**config.mk**
```make
export PLATFORM = sky130hd
export DESIGN_NAME = adc_serial_if
export DESIGN_NICKNAME = d
export VERILOG_FILES = /design/src/rtl/adc_serial_if.sv
export SDC_FILE = /design/constraint.sdc
export NUM_CORES = 1
export LEC_CHECK = 0
export BUFFER_PORTS_ARGS = -buffer_cell sky130_fd_sc_hd__clkbuf_2
export CAP_MARGIN = 20
export CORE_ASPECT_RATIO = 2
export CORE_MARGIN = 5
export CORE_UTILIZATION = 39
export DETAILED_ROUTE_END_ITERATION = 16
export PLACE_DENSITY = 0.68
export SLEW_MARGIN = 40
export SYNTH_ARGS = -nofsm -noshare
export SYNTH_HDL_FRONTEND = slang
export SYNTH_SLANG_ARGS = --single-unit
```
**constraint.sdc**
```tcl
create_clock -name clk -period 5.1 [get_ports clk]
set_clock_uncertainty 0.05 [all_clocks]
set_input_delay 0.51 -clock clk [delete_from_list [all_inputs] [get_ports clk]]
set_output_delay 0.51 -clock clk [all_outputs]
set_load 0.02 [all_outputs]
```
**src/rtl/adc_serial_if.sv**
```systemverilog
module adc_serial_if #(
  parameter int DATA_W     = 12,
  parameter int CHAN_W     = 3,
  parameter int CONV_TICKS = 13,
  parameter int TMO_CYC    = 150000
) (
  input  logic              clk,
  input  logic              rst_n,
  input  logic              cs_n,
  input  logic              sclk,
  input  logic              din,
  input  logic              osc_tick,
  input  logic [DATA_W-1:0] conv_data,
  output logic              conv_go,
  output logic              dout,
  output logic              dout_oe,
  output logic              sstrb,
  output logic [CHAN_W-1:0] cfg_chan,
  output logic              cfg_unipolar,
  output logic              cfg_single,
  output logic [1:0]        cfg_pd,
  output logic              res_valid,
  output logic [CHAN_W-1:0] res_chan
);
  localparam int RX_W   = CHAN_W + 4;
  localparam int BYTE_N = RX_W + 1;
  localparam int RXC_W  = $clog2(BYTE_N + 1);
  localparam int CNT_W  = $clog2(DATA_W + 1);
  localparam int TICK_W = $clog2(CONV_TICKS + 1);
  localparam int TMO_W  = $clog2(TMO_CYC + 1);

  typedef enum logic [1:0] {ST_IDLE, ST_EXT, ST_INT} st_t;

  logic              sclk_q;
  logic              rise, fall, byte_done, tmo_abort;
  logic [RXC_W-1:0]  rx_cnt;
  logic [RX_W-1:0]   rx_sh;
  st_t               st;
  logic [DATA_W-1:0] sh;
  logic [CNT_W-1:0]  left;
  logic [TICK_W-1:0] ticks;
  logic [TMO_W-1:0]  tmr;
  logic [CHAN_W-1:0] cur_chan;

  assign rise      = sclk & ~sclk_q & ~cs_n;
  assign fall      = ~sclk & sclk_q & ~cs_n;
  assign byte_done = fall && rx_cnt == RXC_W'(BYTE_N);
  assign conv_go   = byte_done & rx_sh[1];
  assign tmo_abort = st == ST_EXT && tmr == TMO_W'(TMO_CYC - 1);
  assign dout_oe   = ~cs_n;

  always_ff @(posedge clk or negedge rst_n)
    if (!rst_n) sclk_q <= 1'b0;
    else        sclk_q <= sclk;

  always_ff @(posedge clk or negedge rst_n) begin
    if (!rst_n) begin
      rx_cnt <= '0;
      rx_sh  <= '0;
    end else if (cs_n) begin
      rx_cnt <= '0;
    end else if (rise) begin
      if (rx_cnt == '0) begin
        if (din) rx_cnt <= RXC_W'(1);
      end else if (rx_cnt < RXC_W'(BYTE_N)) begin
        rx_sh  <= {rx_sh[RX_W-2:0], din};
        rx_cnt <= rx_cnt + 1'b1;
      end
    end else if (byte_done) begin
      rx_cnt <= '0;
    end
  end

  always_ff @(posedge clk or negedge rst_n) begin
    if (!rst_n) begin
      cfg_chan     <= '0;
      cfg_unipolar <= 1'b0;
      cfg_single   <= 1'b0;
      cfg_pd       <= 2'b00;
    end else if (byte_done) begin
      cfg_chan     <= rx_sh[RX_W-1 -: CHAN_W];
      cfg_unipolar <= rx_sh[3];
      cfg_single   <= rx_sh[2];
      cfg_pd       <= rx_sh[1:0];
    end
  end

  always_ff @(posedge clk or negedge rst_n) begin
    if (!rst_n) begin
      st        <= ST_IDLE;
      sh        <= '0;
      left      <= '0;
      dout      <= 1'b0;
      sstrb     <= 1'b1;
      ticks     <= '0;
      tmr       <= '0;
      cur_chan  <= '0;
      res_valid <= 1'b0;
      res_chan  <= '0;
    end else begin
      res_valid <= 1'b0;
      if (byte_done) begin
        dout <= 1'b0;
        if (rx_sh[1]) begin
          sh       <= conv_data;
          cur_chan <= rx_sh[RX_W-1 -: CHAN_W];
          tmr      <= '0;
          ticks    <= '0;
          if (rx_sh[0]) begin
            st    <= ST_EXT;
            left  <= CNT_W'(DATA_W);
            sstrb <= 1'b1;
          end else begin
            st    <= ST_INT;
            left  <= '0;
            sstrb <= 1'b0;
          end
        end else begin
          st    <= ST_IDLE;
          left  <= '0;
          sh    <= '0;
          sstrb <= 1'b1;
        end
      end else if (tmo_abort) begin
        st   <= ST_IDLE;
        left <= '0;
        sh   <= '0;
        dout <= 1'b0;
      end else begin
        if (st == ST_EXT) tmr <= tmr + 1'b1;
        if (fall) begin
          if (left != '0) begin
            dout <= sh[DATA_W-1];
            sh   <= sh << 1;
            left <= left - 1'b1;
            if (st == ST_EXT && left == CNT_W'(1)) begin
              res_valid <= 1'b1;
              res_chan  <= cur_chan;
              st        <= ST_IDLE;
            end
          end else begin
            dout <= 1'b0;
          end
        end
        if (st == ST_INT && osc_tick) begin
          if (ticks == TICK_W'(CONV_TICKS - 1)) begin
            st        <= ST_IDLE;
            left      <= CNT_W'(DATA_W);
            sstrb     <= 1'b1;
            res_valid <= 1'b1;
            res_chan  <= cur_chan;
          end else begin
            ticks <= ticks + 1'b1;
          end
        end
      end
    end
  end

  // result-valid lasts one cycle
  a_r8_valid_pulse: assert property (@(posedge clk) disable iff (!rst_n)
    res_valid |=> !res_valid);

  // strobe drops only at an internal-clock conversion start
  a_r4_strobe_fall: assert property (@(posedge clk) disable iff (!rst_n)
    $fell(sstrb) |-> $past(conv_go) && cfg_pd == 2'b10);

  // strobe rise arms a full readout
  a_r4_strobe_rise: assert property (@(posedge clk) disable iff (!rst_n)
    $rose(sstrb) |-> left == CNT_W'(DATA_W) || $past(byte_done));

  // power-down byte leaves nothing to shift
  a_r5_pd_idle: assert property (@(posedge clk) disable iff (!rst_n)
    (byte_done && !rx_sh[1]) |=> sstrb && left == '0 && st == ST_IDLE);

  // DOUT moves only on an SCLK falling edge or a timeout
  a_r3_dout_on_edge: assert property (@(posedge clk) disable iff (!rst_n)
    !$stable(dout) |-> $past(fall || tmo_abort));

  // shift count never exceeds the result width
  a_r3_left_bound: assert property (@(posedge clk) disable iff (!rst_n)
    left <= CNT_W'(DATA_W));

  // an aborted conversion reports nothing
  a_r9_tmo_silent: assert property (@(posedge clk) disable iff (!rst_n)
    (tmo_abort && !byte_done) |=> !res_valid && left == '0);
endmodule

```
Word level (Yosys, flattened, before mapping) --
Cells that the tools add are included.
Word-level totals: bits in registers 68, input port bits 18, output and inout port bits 15, logic and storage cells 123
Operators by class: add/subtract/negate cells 4, $lt $le $gt $ge 1, eq/ne operators 11, mux-type cells 59, bitwise gates (word level) 11, reduce and logical (&&, ||, !) cells 20
Operator list (count):
- $mux 4 | 19
- $mux 18 | 4
- $mux 12 | 5
- $add 18x1->18 const B | 1
- $eq 18x18->1 const B | 1
- $mux 2 | 9
- $mux 1 | 17
- $mux 3 | 5
- $reduce_and 3->1 | 3
- $reduce_bool 3->1 | 3
- $add 4x1->4 const B | 2
- $eq 4x4->1 const B | 2
- $reduce_and 4->1 | 2
- $not 1->1 | 6
- $reduce_and 2->1 | 3
- $reduce_bool 2->1 | 3
- $and 1x1->1 | 5
- $eq 4x1->1 const B | 1
- $logic_and 1x1->1 | 4
- $logic_not 4->1 | 1
- $lt 4x4->1 const B | 1
- $ne 2x2->1 const B | 2
- $ne 4x2->1 const B | 1
- $ne 4x4->1 const B | 1
- other kinds (5) | 5

Logic depth before layout (Yosys ltp) --
depth after elaboration 9, gate-level depth with buffers 11, depth with buffers taken out 9

Least setup slack after synthesis --
No wires, ideal clock.
path type input to output, start input port sclk, end output port conv_go, arrival 1.855 ns, required time 4.540 ns, slack 2.685 ns, stages 7, path buffers 3, cells stage by stage or3b_1 > buf_6 > nor2_8 > nand2_4 > clkinv_4 > buf_6 > clkbuf_1
On the way: longest elaborated chain between the ends 5
Ends and longest elaborated chain:
- start: declaration | RTL line 10 | input logic sclk,
- $not 1->1 | RTL line 46 | assign fall = ~sclk & sclk_q & ~cs_n;
- $and 1x1->1 (2 in a row) | RTL line 46
- $logic_and 1x1->1 | RTL line 47 | assign byte_done = fall && rx_cnt == RXC_W'(BYTE_N);
- $and 1x1->1 | RTL line 48 | assign conv_go = byte_done & rx_sh[1];
- end: declaration | RTL line 14 | output logic conv_go,
No other way between the ends.

Worst setup path after layout --
start register rx_cnt[0], end register tmr[11]
On the way: longest elaborated chain between the ends 4, elaborated cells on any way between the ends 7, classes of those cells 3 x eq/ne; 1 x mux; 3 x reduce/logical
Ends and longest elaborated chain:
- start: declaration | RTL line 36 | logic [RXC_W-1:0] rx_cnt;
- start signal: assignment | RTL line 67 | rx_cnt <= rx_cnt + 1'b1;
- $eq 4x4->1 * | RTL line 47
- $logic_and 1x1->1 * | RTL line 47
- $ne 2x1->1 (no line), or another cell as far along
- $reduce_and 3->1 (no line)
- end signal: assignment | RTL line 130 | if (st == ST_EXT) tmr <= tmr + 1'b1;
- end: declaration | RTL line 42 | logic [TMO_W-1:0] tmr;
Every way passes the cells marked *; elsewhere a longest branch is shown, timed or not. A chain may end at the register's enable or synchronous reset.

==> run_results.csv <==
group,metric,value,unit
status,status,"finished clean",
route,totalWireLength,7445,microns
die,die_w,75.27,microns
route,drc,0,
power_and_ir_drop,p_leak,1.782,nW
grt,antenna_found_initial,0,
job,maxCapViolCount,0,
yosys,synth_seq_cells,68,
yosys,yosys_warnings,0,
placement,io_buffer_count,32,
yosys,async_flop_share,100.0,%
sta,finalSetupViolCount,0,
yosys,synth.distinct_cells,51,
die,floorplan.rows,47,
final_layout,finalNetCount,391,
grt,track_usage,15.53,%
yosys,syn_area,0.003323,sq mm
yosys,synth_cells,336,
yosys,synthTopCellsByArea,"dfrtp_1 (50%), nand2_1 (6.9%), mux2_2 (3.7%)",
cts,post_cts_buffers,0,
final_layout,diodes,0,
yosys,synth_fa_ha_area_share,2.636,%
final_layout,areaGrowthSynthToFinish,15.96,%
critical_path,cp-end-kind,"flop",
cts,cts_tree,"built",
worst_hold_path,hp-class,"in2async",
yosys,synthXorXnorAreaFrac,0.7907,%
cts,cts_num_sinks,68,
cts,cts_buffers,9,
critical_path,cp_slowest_cell,"or4_1",
critical_path,cp_num_buf_inv,2,
sta,rsz0062_at_grt,"no",
cts,cts-htree-levels,3,
die,start_util,40.08,%
route,drtIter0Drc,153,
critical_path,critPathRequiredTime,5.29,ns
route,avgViaCountPerCell,5.571,
yosys,yosys.area_share.simple,21.31,%
power_and_ir_drop,power_density,456.5,mW/mm^2
grt,overflow,0,
yosys,syn_area_per_cell,9.890,sq um
route,vias,2613,
critical_path,worstSetupPathType,"reg2reg",
yosys,synth_nets,361,
sta,max_freq,367.1,MHz
cts,insertion_delay,0.32,ns
yosys,netlist.area_leader.share,50.45,%
critical_path,cp.arrival,2.92,ns
cts,cts_root_buf,"clkbuf_16",
grt,grt_max_degree,69,
cts,holdBufCountCts,0,
cts,clkTransAtPathRegs,0.05,ns
power_and_ir_drop,internal_power,1.244,mW
critical_path,cp_cell_sequence,"inv_1, ha_1, nand3b_1, nor2_8, nand2_4, clkinv_4, o22ai_4, or4_1, a21oi_1",
placement,place_area,0.003546,sq mm
critical_path,critPathMaxFanout,38,
power_and_ir_drop,switching_power,515.1,uW
route,ant_nets,0,
power_and_ir_drop,vdd_drop_max,0.3336,mV
die,die_y,140.5,microns
power_and_ir_drop,switching_share,29.28,%
die,ios,33,
grt,grt_pass1_vias,2770,
yosys,yosys_most_used_dff,"dfrtp_1",
die,dieArea,0.01058,sq mm
yosys,synth_top_area_cell,"dfrtp_1",
cts,ctsLongestPathBuffers,2,
die,core_area,0.008292,sq mm
sta,hold_viol,0,
yosys,synth_compound_area_share,16.38,%
route,wl_per_cell,15.87,microns
power_and_ir_drop,combPwrFrac,19.3,%
sta,fin_crit,2.724,ns
sta,slew_headroom,49.18,%
final_layout,drive_above_1_share,17.25,%
power_and_ir_drop,seqPwrFrac,45.1,%
placement,place_congestion,0.8928,
sta,slew_violations,0,
grt,grt_pass1_wl,12740,microns
yosys,yosysSeqAreaShare,51.24,%
critical_path,critPathLaunchType,"flop",
sta,setup_tns,0,ns
placement,dpl.hpwl,5357,microns
yosys,synth.mux.area_fraction,3.727,%
power_and_ir_drop,p_clk_share,35.6,%
critical_path,slowest_delay,0.55,ns
cts,cts_resized,0,
final_layout,stdcell_area,0.003854,sq mm
sta,post-route-period-util,53.41,%
critical_path,path_delay_family,"simple AND/OR/NAND/NOR gates",
yosys,synth_top_family_by_area,"simple AND/OR/NAND/NOR gates",
route,firstDrtPassIters,4,
sta,tightest_slew,0.7623,ns
yosys,synth_edf_count,0,
path summary, 6_finish.rpt:
check,end,from,cells after the start,slack (ns)
max,tmr[11],rx_cnt[0],9,2.38
min,rx_cnt[1],rst_n,2,0.22
max reg2reg,tmr[11],rx_cnt[0],9,2.38
min reg2reg,cfg_single,cfg_single,2,0.42
max in group asynchronous,res_chan[1],rst_n,2,4.34
min in group clk,sclk_q,sclk,1,0.31
flip-flops by register name, summed over array words and instances (netlist names), 2 cells and up:
| register | flops |
|---|---|
| cfg_pd | 2 |
| rx_cnt | 4 |
| rx_sh | 7 |
| res_chan | 3 |
| cur_chan | 3 |
| st | 2 |
| ticks | 4 |
| sh | 12 |
| cfg_chan | 3 |
| left | 4 |
| tmr | 18 |
cell type report:
| class | instances | area (sq um) |
|---|---|---|
| clock buffer | 15 | 277.8 |
| timing repair buffer | 33 | 171.4 |
| multi-input combinational | 241 | 1495 |
| inverter | 13 | 53.80 |
| tap | 98 | 122.6 |
| fill | 788 | 4438 |
| sequential | 68 | 1703 |
| clock inverter | 1 | 30.03 |
worst reg2reg max path, cell delays in order, from the launching register on:
cell	delay [ns]
dfrtp_1	0.42
inv_1	0.08
ha_1	0.20
nand3b_1	0.27
nor2_8	0.26
nand2_4	0.12
clkinv_4	0.25
o22ai_4	0.27
or4_1	0.56
a21oi_1	0.17
stage by stage:
stage	util [%]	instances	power, mW	hold slack [ns]	setup WS (ns)
finish	46.48	469	1.759	0.2232	2.376
floorplan	-	336	1.038	0.1644	2.685
CTS	46.48	469	1.777	0.2487	2.375
detailed placement	42.76	453	1.138	0.4163	2.128
global route	46.48	469	1.868	0.2868	2.212
global placement	42.66	453	1.123	0.4196	2.206
power by group through the flow:
stage	combinational, mW	sequential, mW	clock, mW
after floorplan	0.271	0.767	0
after global placement	0.329	0.794	0
after detailed placement	0.340	0.798	0
after CTS	0.344	0.790	0.643
after global routing	0.389	0.814	0.664
final	0.340	0.793	0.626
routing by layer:
metal  share of wire [%]  global-route usage [%]  routed length, microns
met1                  37                   16.04                    2766
met2                  58                   27.55                    4285
met3                 2.3                   3.085                     170
met4                 3.0                   9.124                     223
met5                   0                       0                       0
cells in the final DEF, fill, tap and decap left out, types with 3 or more instances in the layout:
master     Yosys  layout
o21ai_1        3       3
or3_1         12      12
and3_1         3       3
nor2_1        16      16
o21ai_0       24      24
clkbuf_16      0       9
clkbuf_2       0      31
a21oi_1       18      18
nand3b_1       4       4
ha_1           7       7
dfrtp_1       67      67
clkbuf_1      10       3
inv_1         12      12
nor3_1         4       3
clkbuf_8       0       3
a2bb2oi_1     11      11
nand4_1        5       5
o31ai_1        9       9
nand3_1        9       9
mux2_2        11      11
or4_1          7       7
nand2_1       61      61
a211oi_1       3       3
cells in the mapped netlist, types with 2 or more instances:
library cell / count
nand3_1: 9
o31ai_1: 9
clkbuf_1: 10
ha_1: 7
and3_1: 3
mux2_2: 11
nor2b_1: 2
or4_1: 7
nand3b_1: 4
a21oi_1: 18
inv_1: 12
nand4_1: 5
a32o_1: 2
nor3_1: 4
or3_1: 12
nor2_1: 16
a2bb2oi_1: 11
xor2_1: 2
dfrtp_1: 67
and4_1: 2
nor3b_1: 2
nand2b_1: 2
o21ai_0: 24
buf_6: 3
nand2_1: 61
a211oi_1: 3
o21ai_1: 3
a21o_1: 2
cells by family (layout without fill, tap and decap cells):
group,after synthesis,count (layout)
AOI/OAI and AO/OA,82,82
muxes,11,11
xor gates and xnor gates,3,3
adders and majority gates,7,7
buffers and inverters,27,62
and+or+nand+nor,138,138
DFF,68,68
(Power assumes the default switching activity.)
